--- config.mk ---
export PLATFORM = sky130hd
export DESIGN_NAME = lin_sync_dev_check
export DESIGN_NICKNAME = d
export VERILOG_FILES = /design/src/rtl/lin_sync_dev_pkg.sv /design/src/rtl/lin_sync_dev_path.sv /design/src/rtl/lin_sync_dev_ctrl.sv /design/src/rtl/lin_sync_dev_check.sv
export SDC_FILE = /design/constraint.sdc
export NUM_CORES = 1
export LEC_CHECK = 0
export BUFFER_PORTS_ARGS = -buffer_cell sky130_fd_sc_hd__buf_2
export CORE_MARGIN = 2
export CORE_UTILIZATION = 35
export CTS_BUF_LIST = sky130_fd_sc_hd__clkbuf_16
export CTS_CLUSTER_DIAMETER = 200
export DETAILED_ROUTE_END_ITERATION = 6
export GPL_ROUTABILITY_DRIVEN = 1
export SYNTH_ARGS = -nofsm -noshare
export SYNTH_HDL_FRONTEND = slang
export SYNTH_SLANG_ARGS = --single-unit
--- constraint.sdc ---
create_clock -name clk -period 4.6 [get_ports clk]
set_input_delay 1.15 -clock clk [delete_from_list [all_inputs] [get_ports clk]]
set_output_delay 1.15 -clock clk [all_outputs]
set_load 0.05 [all_outputs]
--- src/rtl/lin_sync_dev_pkg.sv ---
package lin_sync_dev_pkg;

  typedef struct packed {
    logic startAll;    // first edge: both counters restart
    logic restartGap;  // later edge: gap counter restarts
  } measStrobe_t;

  typedef enum logic [1:0] {
    WAIT_FIRST = 2'd0,
    MEASURING  = 2'd1,
    FINISHED   = 2'd2
  } phase_t;

endpackage

--- src/rtl/lin_sync_dev_path.sv ---
module lin_sync_dev_path
  import lin_sync_dev_pkg::*;
#(
  parameter int unsigned DIV_W       = 16,
  parameter int unsigned EDGES       = 5,
  parameter int unsigned WHOLE_NUM   = 37,
  parameter int unsigned WHOLE_SHIFT = 8,
  parameter int unsigned GAP_NUM     = 11,
  parameter int unsigned GAP_SHIFT   = 6
) (
  input  logic             clk,
  input  logic             rst_n,
  input  measStrobe_t      strobe,
  input  logic [DIV_W-1:0] divider,
  output logic             gapEarly,
  output logic             wholeOff
);

  localparam int unsigned CW = DIV_W + 4;
  localparam int unsigned PW = CW + 10;
  localparam logic [CW-1:0] CNT_MAX = '1;

  // index 0: gap since previous edge, index 1: span since first edge
  logic [CW-1:0] cntOut [2];

  for (genvar g = 0; g < 2; g++) begin : gen_cnt
    logic          clrG;
    logic [CW-1:0] cntR;

    if (g == 0) begin : gen_gap
      assign clrG = strobe.startAll | strobe.restartGap;
    end else begin : gen_whole
      assign clrG = strobe.startAll;
    end

    always_ff @(posedge clk or negedge rst_n) begin
      if (!rst_n)                cntR <= '0;
      else if (clrG)             cntR <= CW'(1);
      else if (cntR != CNT_MAX)  cntR <= cntR + CW'(1);
    end

    assign cntOut[g] = cntR;

    // a saturated count stays pinned until the next restart
    assert_count_hold_R2: assert property (@(posedge clk) disable iff (!rst_n)
      (cntR == CNT_MAX && !clrG) |=> (cntR == CNT_MAX));
  end

  logic [PW-1:0] gapExp, wholeExp, gapNow, wholeNow, wholeDiff;

  always_comb begin
    gapExp    = PW'(divider) << 1;
    wholeExp  = gapExp * PW'(EDGES - 1);
    gapNow    = PW'(cntOut[0]);
    wholeNow  = PW'(cntOut[1]);
    wholeDiff = (wholeNow >= wholeExp) ? (wholeNow - wholeExp) : (wholeExp - wholeNow);
    gapEarly  = (gapNow < gapExp) &&
                (((gapExp - gapNow) << GAP_SHIFT) > (gapExp * PW'(GAP_NUM)));
    wholeOff  = (wholeDiff << WHOLE_SHIFT) > (wholeExp * PW'(WHOLE_NUM));
  end

endmodule

--- src/rtl/lin_sync_dev_ctrl.sv ---
module lin_sync_dev_ctrl
  import lin_sync_dev_pkg::*;
#(
  parameter int unsigned EDGES = 5
) (
  input  logic        clk,
  input  logic        rst_n,
  input  logic        rxLine,
  input  logic        windowActive,
  input  logic        gapEarly,
  input  logic        wholeOff,
  output measStrobe_t strobe,
  output logic        devError
);

  localparam int unsigned EW = $clog2(EDGES + 1);

  phase_t        phase, nextPhase;
  logic [EW-1:0] edgeNum, nextEdge;
  logic          prevRx, fallNow, errNext;

  always_ff @(posedge clk or negedge rst_n) begin
    if (!rst_n) prevRx <= 1'b1;
    else        prevRx <= rxLine;
  end

  assign fallNow = windowActive && prevRx && !rxLine;

  always_comb begin
    nextPhase = phase;
    nextEdge  = edgeNum;
    errNext   = 1'b0;
    strobe    = '0;
    if (!windowActive) begin
      nextPhase = WAIT_FIRST;
      nextEdge  = '0;
    end else begin
      case (phase)
        WAIT_FIRST: if (fallNow) begin
          nextPhase       = MEASURING;
          nextEdge        = EW'(1);
          strobe.startAll = 1'b1;
        end
        MEASURING: if (fallNow) begin
          strobe.restartGap = 1'b1;
          nextEdge          = edgeNum + EW'(1);
          if (gapEarly) begin
            errNext   = 1'b1;
            nextPhase = FINISHED;
          end else if (edgeNum == EW'(EDGES - 1)) begin
            errNext   = wholeOff;
            nextPhase = FINISHED;
          end
        end
        default: ;
      endcase
    end
  end

  always_ff @(posedge clk or negedge rst_n) begin
    if (!rst_n) begin
      phase    <= WAIT_FIRST;
      edgeNum  <= '0;
      devError <= 1'b0;
    end else begin
      phase    <= nextPhase;
      edgeNum  <= nextEdge;
      devError <= errNext;
    end
  end

  // never two pulses back to back
  assert_single_pulse_R5: assert property (@(posedge clk) disable iff (!rst_n)
    devError |=> !devError);

  // a closed window produces no pulse in the following cycle
  assert_quiet_when_closed_R6: assert property (@(posedge clk) disable iff (!rst_n)
    !windowActive |=> !devError);

  // a pulse only follows a qualified falling edge
  assert_pulse_after_edge_R8: assert property (@(posedge clk) disable iff (!rst_n)
    !fallNow |=> !devError);

  // edge count stays within one window's worth
  assert_edge_bound_R5: assert property (@(posedge clk) disable iff (!rst_n)
    edgeNum <= EW'(EDGES));

endmodule

--- src/rtl/lin_sync_dev_check.sv ---
module lin_sync_dev_check
  import lin_sync_dev_pkg::*;
#(
  parameter int unsigned DIV_W       = 16,
  parameter int unsigned EDGES       = 5,
  parameter int unsigned WHOLE_NUM   = 37,
  parameter int unsigned WHOLE_SHIFT = 8,
  parameter int unsigned GAP_NUM     = 11,
  parameter int unsigned GAP_SHIFT   = 6
) (
  input  logic             clk,
  input  logic             rst_n,
  input  logic             rxLine,
  input  logic             windowActive,
  input  logic [DIV_W-1:0] divider,
  output logic             devError
);

  measStrobe_t strobe;
  logic        gapEarly, wholeOff;

  lin_sync_dev_ctrl #(.EDGES(EDGES)) u_ctrl (
    .clk          (clk),
    .rst_n        (rst_n),
    .rxLine       (rxLine),
    .windowActive (windowActive),
    .gapEarly     (gapEarly),
    .wholeOff     (wholeOff),
    .strobe       (strobe),
    .devError     (devError)
  );

  lin_sync_dev_path #(
    .DIV_W(DIV_W), .EDGES(EDGES),
    .WHOLE_NUM(WHOLE_NUM), .WHOLE_SHIFT(WHOLE_SHIFT),
    .GAP_NUM(GAP_NUM), .GAP_SHIFT(GAP_SHIFT)
  ) u_path (
    .clk      (clk),
    .rst_n    (rst_n),
    .strobe   (strobe),
    .divider  (divider),
    .gapEarly (gapEarly),
    .wholeOff (wholeOff)
  );

endmodule

# Word-level counts from Yosys, hierarchy flattened
# Cells that the tools add are included.
totals:
  regBits: 47
  out_inout_bits: 1
  word_cells: 60
op_classes:
  addsub: 6
  mul: 2
  magnitude_cmp: 4
  n_eq_ne: 8
  n_mux: 24
  bitwise_logic: 1
  reduce_logical: 9
op_table:
  columns: ["op", "count"]
  rows:
  - ["$mux W20", 4]
  - ["$gt A30 B30 Y1", 2]
  - ["$add A20 B1 Y20 const B", 2]
  - ["$ne A20 B20 Y1 const B", 2]
  - ["$mul A16 B6 Y22 const B", 1]
  - ["$mux W22", 1]
  - ["$sub A17 B20 Y21", 1]
  - ["$sub A19 B20 Y21", 1]
  - ["$sub A20 B19 Y21", 1]
  - ["$ge A20 B19 Y1", 1]
  - ["$lt A20 B17 Y1", 1]
  - ["$mul A16 B4 Y20 const B", 1]
  - ["$mux W2", 6]
  - ["$mux W3", 3]
  - ["$mux W1", 8]
  - ["$ne A3 B2 Y1 const B", 2]
  - ["$pmux W3 S2", 1]
  - ["$ne A4 B3 Y1 const B", 1]
  - ["$pmux W2 S2", 1]
  - ["$reduce_and A4 Y1", 1]
  - ["$reduce_bool A2 Y1", 2]
  - ["$add A3 B1 Y3 const B", 1]
  - ["$eq A3 B3 Y1 const B", 1]
  - ["$logic_and A1 B1 Y1", 3]
  - ["other kinds (6)", 6]

# Depth between registers and ports, before layout
depth:
  ltp_word: 8
  depth_mapped: 22

# Modules after synthesis
# Synthesis repeated with hierarchy kept, for this count alone.
unflattened:
  cells_unflattened: 1049
  area_unflattened_um2: 8323.0
by_module_without_submodules:
  columns: ["module", "n_inst", "cells_each", "area_per_inst_um2", "seq_area_each_um2"]
  rows:
  - ["lin_sync_dev_path", 1, 1015, 7963.9, 1001.0]
  - ["lin_sync_dev_ctrl", 1, 34, 359.1, 176.4]

# Worst setup path after synthesis
# No wires, ideal clock.
synth_path:
  kind: "input-to-reg"
  from: "in divider[4]"
  to: "reg u_ctrl.devError"
  setup_ps: 132
  arrival_time_ps: 5490
  setup_slack_ps: -1021
  cell_stages: 21
  path_buffers: 0
  cell_sequence: "ha_1 ha_1 fa_1 ha_1 a21o_1 a21oi_1 o21ai_0 a21oi_1 o211ai_1 a2111oi_0 a211oi_1 xnor2_1 ha_1 a21o_1 a21o_1 a211oi_1 a21oi_1 o211a_1 a211oi_1 a31o_2 o211ai_2"
synth_via:
  elab_chain_len: 8
  elab_cells_between_ends: 16
  cone_classes: "add/sub: 3; mul: 2; order compare: 4; mux: 6; reduce/logical: 1"
synth_lines:
  columns: ["item", "line_no", "rtl"]
  rows:
  - ["start, declared", "lin_sync_dev_check.sv:15", "input logic [DIV_W-1:0] divider,"]
  - ["branches (longest 4 deep; another with $gt A30 B30 Y1)", null, null]
  - ["$mux W1 *", "lin_sync_dev_ctrl.sv:47", "if (gapEarly) begin"]
  - ["$mux W1 *", "lin_sync_dev_ctrl.sv:44", "MEASURING: if (fallNow) begin"]
  - ["$mux W1 *", "lin_sync_dev_ctrl.sv:38", "case (phase)"]
  - ["$mux W1 *", "lin_sync_dev_ctrl.sv:34", "if (!windowActive) begin"]
  - ["named net u_ctrl.errNext", "lin_sync_dev_ctrl.sv:20", "logic prevRx, fallNow, errNext;"]
  - ["end signal, assigned", "lin_sync_dev_ctrl.sv:68", "devError <= errNext;"]
  - ["end, declared", "lin_sync_dev_ctrl.sv:13", "output logic devError"]
# Mark *: on every way through the listed nets, which the timed path passes.
# A chain may end at the register's enable or synchronous reset.

# Worst setup path in the final report
# Ends and elaborated chain as after synthesis.

==> metrics.yaml <==
layout:
  antennaDiodeCount: 0
  fin_area_um2: 11400
  syn2layout_area_growth_pct: 35.1
  drive_above_1_share_pct: 27.5
  fin_cells: 1594
  fin_nets: 1478
die:
  die_y_um: 159
  start_util_pct: 35.7
  die_w_um: 159
  die_area_um2: 25300
  coreArea_um2: 23500
  rows: 56
  ioPinCount: 21
clock_tree:
  cts.clk_slew.worst_paths_ns: 0.07
  clockBufferDepth: 2
  numCtsBuffers: 5
  htree_num_levels: 2
  holdBufCountCts: 0
  insertion_delay_ns: 0.31
  clkSinkCount: 47
  cts_tree: "built"
  cts_root_buf: "clkbuf_16"
setup_path:
  cp_max_fo: 4
  crit_type: "input pin to flip-flop"
  setup.worst_path.start_class: "input pin"
  reg2regPathDepth: 21
  r2r_slack_ns: 0.27
  arrival_ns: 5.40
  cp-end-kind: "flip-flop"
  rr_startpoint: "u_path.gen_cnt[1].cntR[3]$_DFFE_PN0P_"
  cp_data_required_time_ns: 4.79
  rr_endpoint: "u_ctrl.devError$_DFF_PN0_"
power:
  power-per-cell-area_nw_per_um2: 333
  ir_drop_mv: 0.301
  power_w: 0.00378
  leakage_nw: 5.49
run_status:
  violations: "negative setup slack"
  status: "finished with violations"
synthesis:
  synth_top_area_share_pct: 23.4
  synth_area_leader_cell: "ha_1"
  yosysSeqAreaShare_pct: 14.0
  synth_area_um2: 8400
  synth_fp_nets: 1257
  synthArstFlopShare_pct: 100
  synth.distinct_cells: 76
  synth_seq_cells: 47
  syn-mean-instance-area_um2: 7.98
  ys_warn_count: 0
  synthCells: 1053
  synth.top_cells.by_area: "ha_1 23%, dfrtp_1 14%, inv_1 7.7%"
  synth-edff-count: 0
  ys.flop_type: "dfrtp_1"
placed_design:
  place_congestion: 0.930
  port_buffers: 20
  place_area_um2: 10600
  dpl.cell_count: 1578
  dp_hpwl_mm: 21.3
routing:
  viasPerCell: 5.09
  ant_nets: 0
  drt-initial-drc-count: 388
  wl_mm: 25.3
  wl_per_cell_um: 15.9
  route.detailed.drc: 0
  num_vias: 8119
  dr.pass1.iters: 5
timing:
  finalMaxSlewViolations: 0
  setup_slack_ns: -0.614
  hold_viol_final: 0
  slew_headroom_pct: 53.0
  fin_setup_tns_ns: -1.43
  rsz0062_at_grt: "yes"
  final.setup_skew_ns: 0.00519
  fmax_mhz: 192
  setup_viol: 3
  fin_crit_sh_pct: 113
  period_needed_ns: 5.21
  worst_slew_pin_slew_ns: 0.698
global_route:
  grt.overflow.total: 0
  grt_use_total_pct: 20.1
  grt_pass1_vias: 8180
  grt_pass1_wl_mm: 41.0
  antenna_found_initial: 0
  grt_max_degree: 48
min_path:
  holdPathEnd: "u_ctrl.edgeNum[0]$_DFFE_PN0P_"
  hold_class: "flip-flop to flip-flop"
  whs_path_depth: 1
  hold_start: "u_ctrl.edgeNum[0]$_DFFE_PN0P_"
run:
  cap_violations: 0
[critical path, cell delays in order]
cell	delay [ns]
buf_6	0.11
ha_4	0.25
ha_4	0.24
fa_1	0.50
ha_4	0.29
buf_4	0.11
a21oi_2	0.05
o21bai_1	0.20
a31o_2	0.23
a211oi_2	0.07
buf_4	0.15
o31ai_4	0.23
a21oi_2	0.08
xor2_1	0.15
ha_1	0.30
nand4_1	0.14
nor2_2	0.16
or4bb_4	0.48
o211a_1	0.15
a211oi_2	0.14
a31o_2	0.14
o211ai_2	0.08
[Yosys cell counts, types with 4 or more instances]
cell type / count
xor2_1: 22
nand4_1: 26
dfrtp_1: 46
nand2_1: 49
and4_1: 7
nor3_1: 15
nand2b_1: 7
clkbuf_1: 19
and3_1: 10
nor2_1: 87
o31ai_1: 5
xnor2_1: 66
or3_1: 6
a31o_2: 4
a211o_1: 6
o21a_1: 9
inv_1: 173
mux2i_1: 11
fa_1: 27
o211ai_1: 6
o21ai_1: 4
a211oi_1: 15
nand3_1: 26
o21ai_0: 33
a31oi_1: 9
a21oi_1: 72
o21bai_1: 12
nor2b_1: 10
a21o_1: 28
and2_1: 8
ha_1: 157
nor4_1: 9
[sequential cells by signal (all words and copies together) (netlist names)]
register	flops
u_ctrl.prevRx	1
u_ctrl.devError	1
u_ctrl.edgeNum	3
u_path.gen_cnt.cntR	40
u_ctrl.phase	2
[kinds of logic (layout without fill, tap and decap cells)]
family | count (synthesis) | after routing | share of synthesized area [%]
XOR/XNOR | 88 | 88 | 9.17
buffers and inverters | 195 | 417 | 8.75
multiplexers | 13 | 13 | 1.58
AO/OA/AOI/OAI | 243 | 243 | 19.2
AND/OR/NAND/NOR | 283 | 283 | 17.4
adder cells (fa/ha/maj) | 184 | 184 | 29.8
flip-flops | 47 | 47 | 14.0
[metal layers]
metal	wire length [um]	track usage (%)
met1	11400	24.9
met2	12600	36.4
met3	689	2.45
met4	605	5.99
met5	0	0
[power by group]
part | internal [W] | switching [W]
registers | 0.000462 | 0.0000766
clock network | 0.000259 | 0.000188
logic | 0.00141 | 0.00139
total | 0.00213 | 0.00165
[cells in the final DEF, fill, tap and decap left out, types with 22 or more instances in the layout]
cell and instances:
xnor2_1 65, xor2_1 22, ha_1 132, nand2_1 48, nor2_1 82, nand3_1 26, nand4_1 26, a21o_1 28
inv_1 162, o21ai_0 26, a21oi_1 59, dfrtp_1 46, fa_1 25, buf_4 210, ha_4 24
[worst max-delay path by stage]
stage	start	end	slack [ns]	cells past startpoint
2_1_floorplan	divider[4]	u_ctrl.devError$_DFF_PN0_	-0.62	21
3_3_place_gp	divider[6]	u_ctrl.devError$_DFF_PN0_	-1.07	22
3_5_place_dp	divider[7]	u_ctrl.devError$_DFF_PN0_	-1.11	22
4_1_cts	divider[8]	u_ctrl.devError$_DFF_PN0_	-0.70	22
5_1_grt	divider[9]	u_ctrl.devError$_DFF_PN0_	-0.83	22
6_report	divider[4]	u_ctrl.devError$_DFF_PN0_	-0.61	22
[metrics by stage]
stage               setup WS [ns]  util, %  hold slack (ns)
CTS                        -0.698     47.1            0.519
detailed placement          -1.11     45.2            0.509
global route               -0.834     48.2            0.543
floorplan                  -0.619        -            0.468
global placement            -1.07     45.2            0.496
finish                     -0.614     48.2            0.515
[cell type report]
cell class              count  area (um^2)
inverters                 173          649
flip-flops and latches     47         1180
repair buffers            236         1830
clock buffers               5          125
fillers                  2364        12200
well taps                 319          399
multi-input cells         811         7120
clock inverters             3         46.3
[timing repair]
action	CTS	global route
pin swaps	49	39
buffers inserted	5	3
gates resized for setup	49	43
endpoints found under the setup margin	3	3
Note: power is estimated with default switching activity, not from simulation.
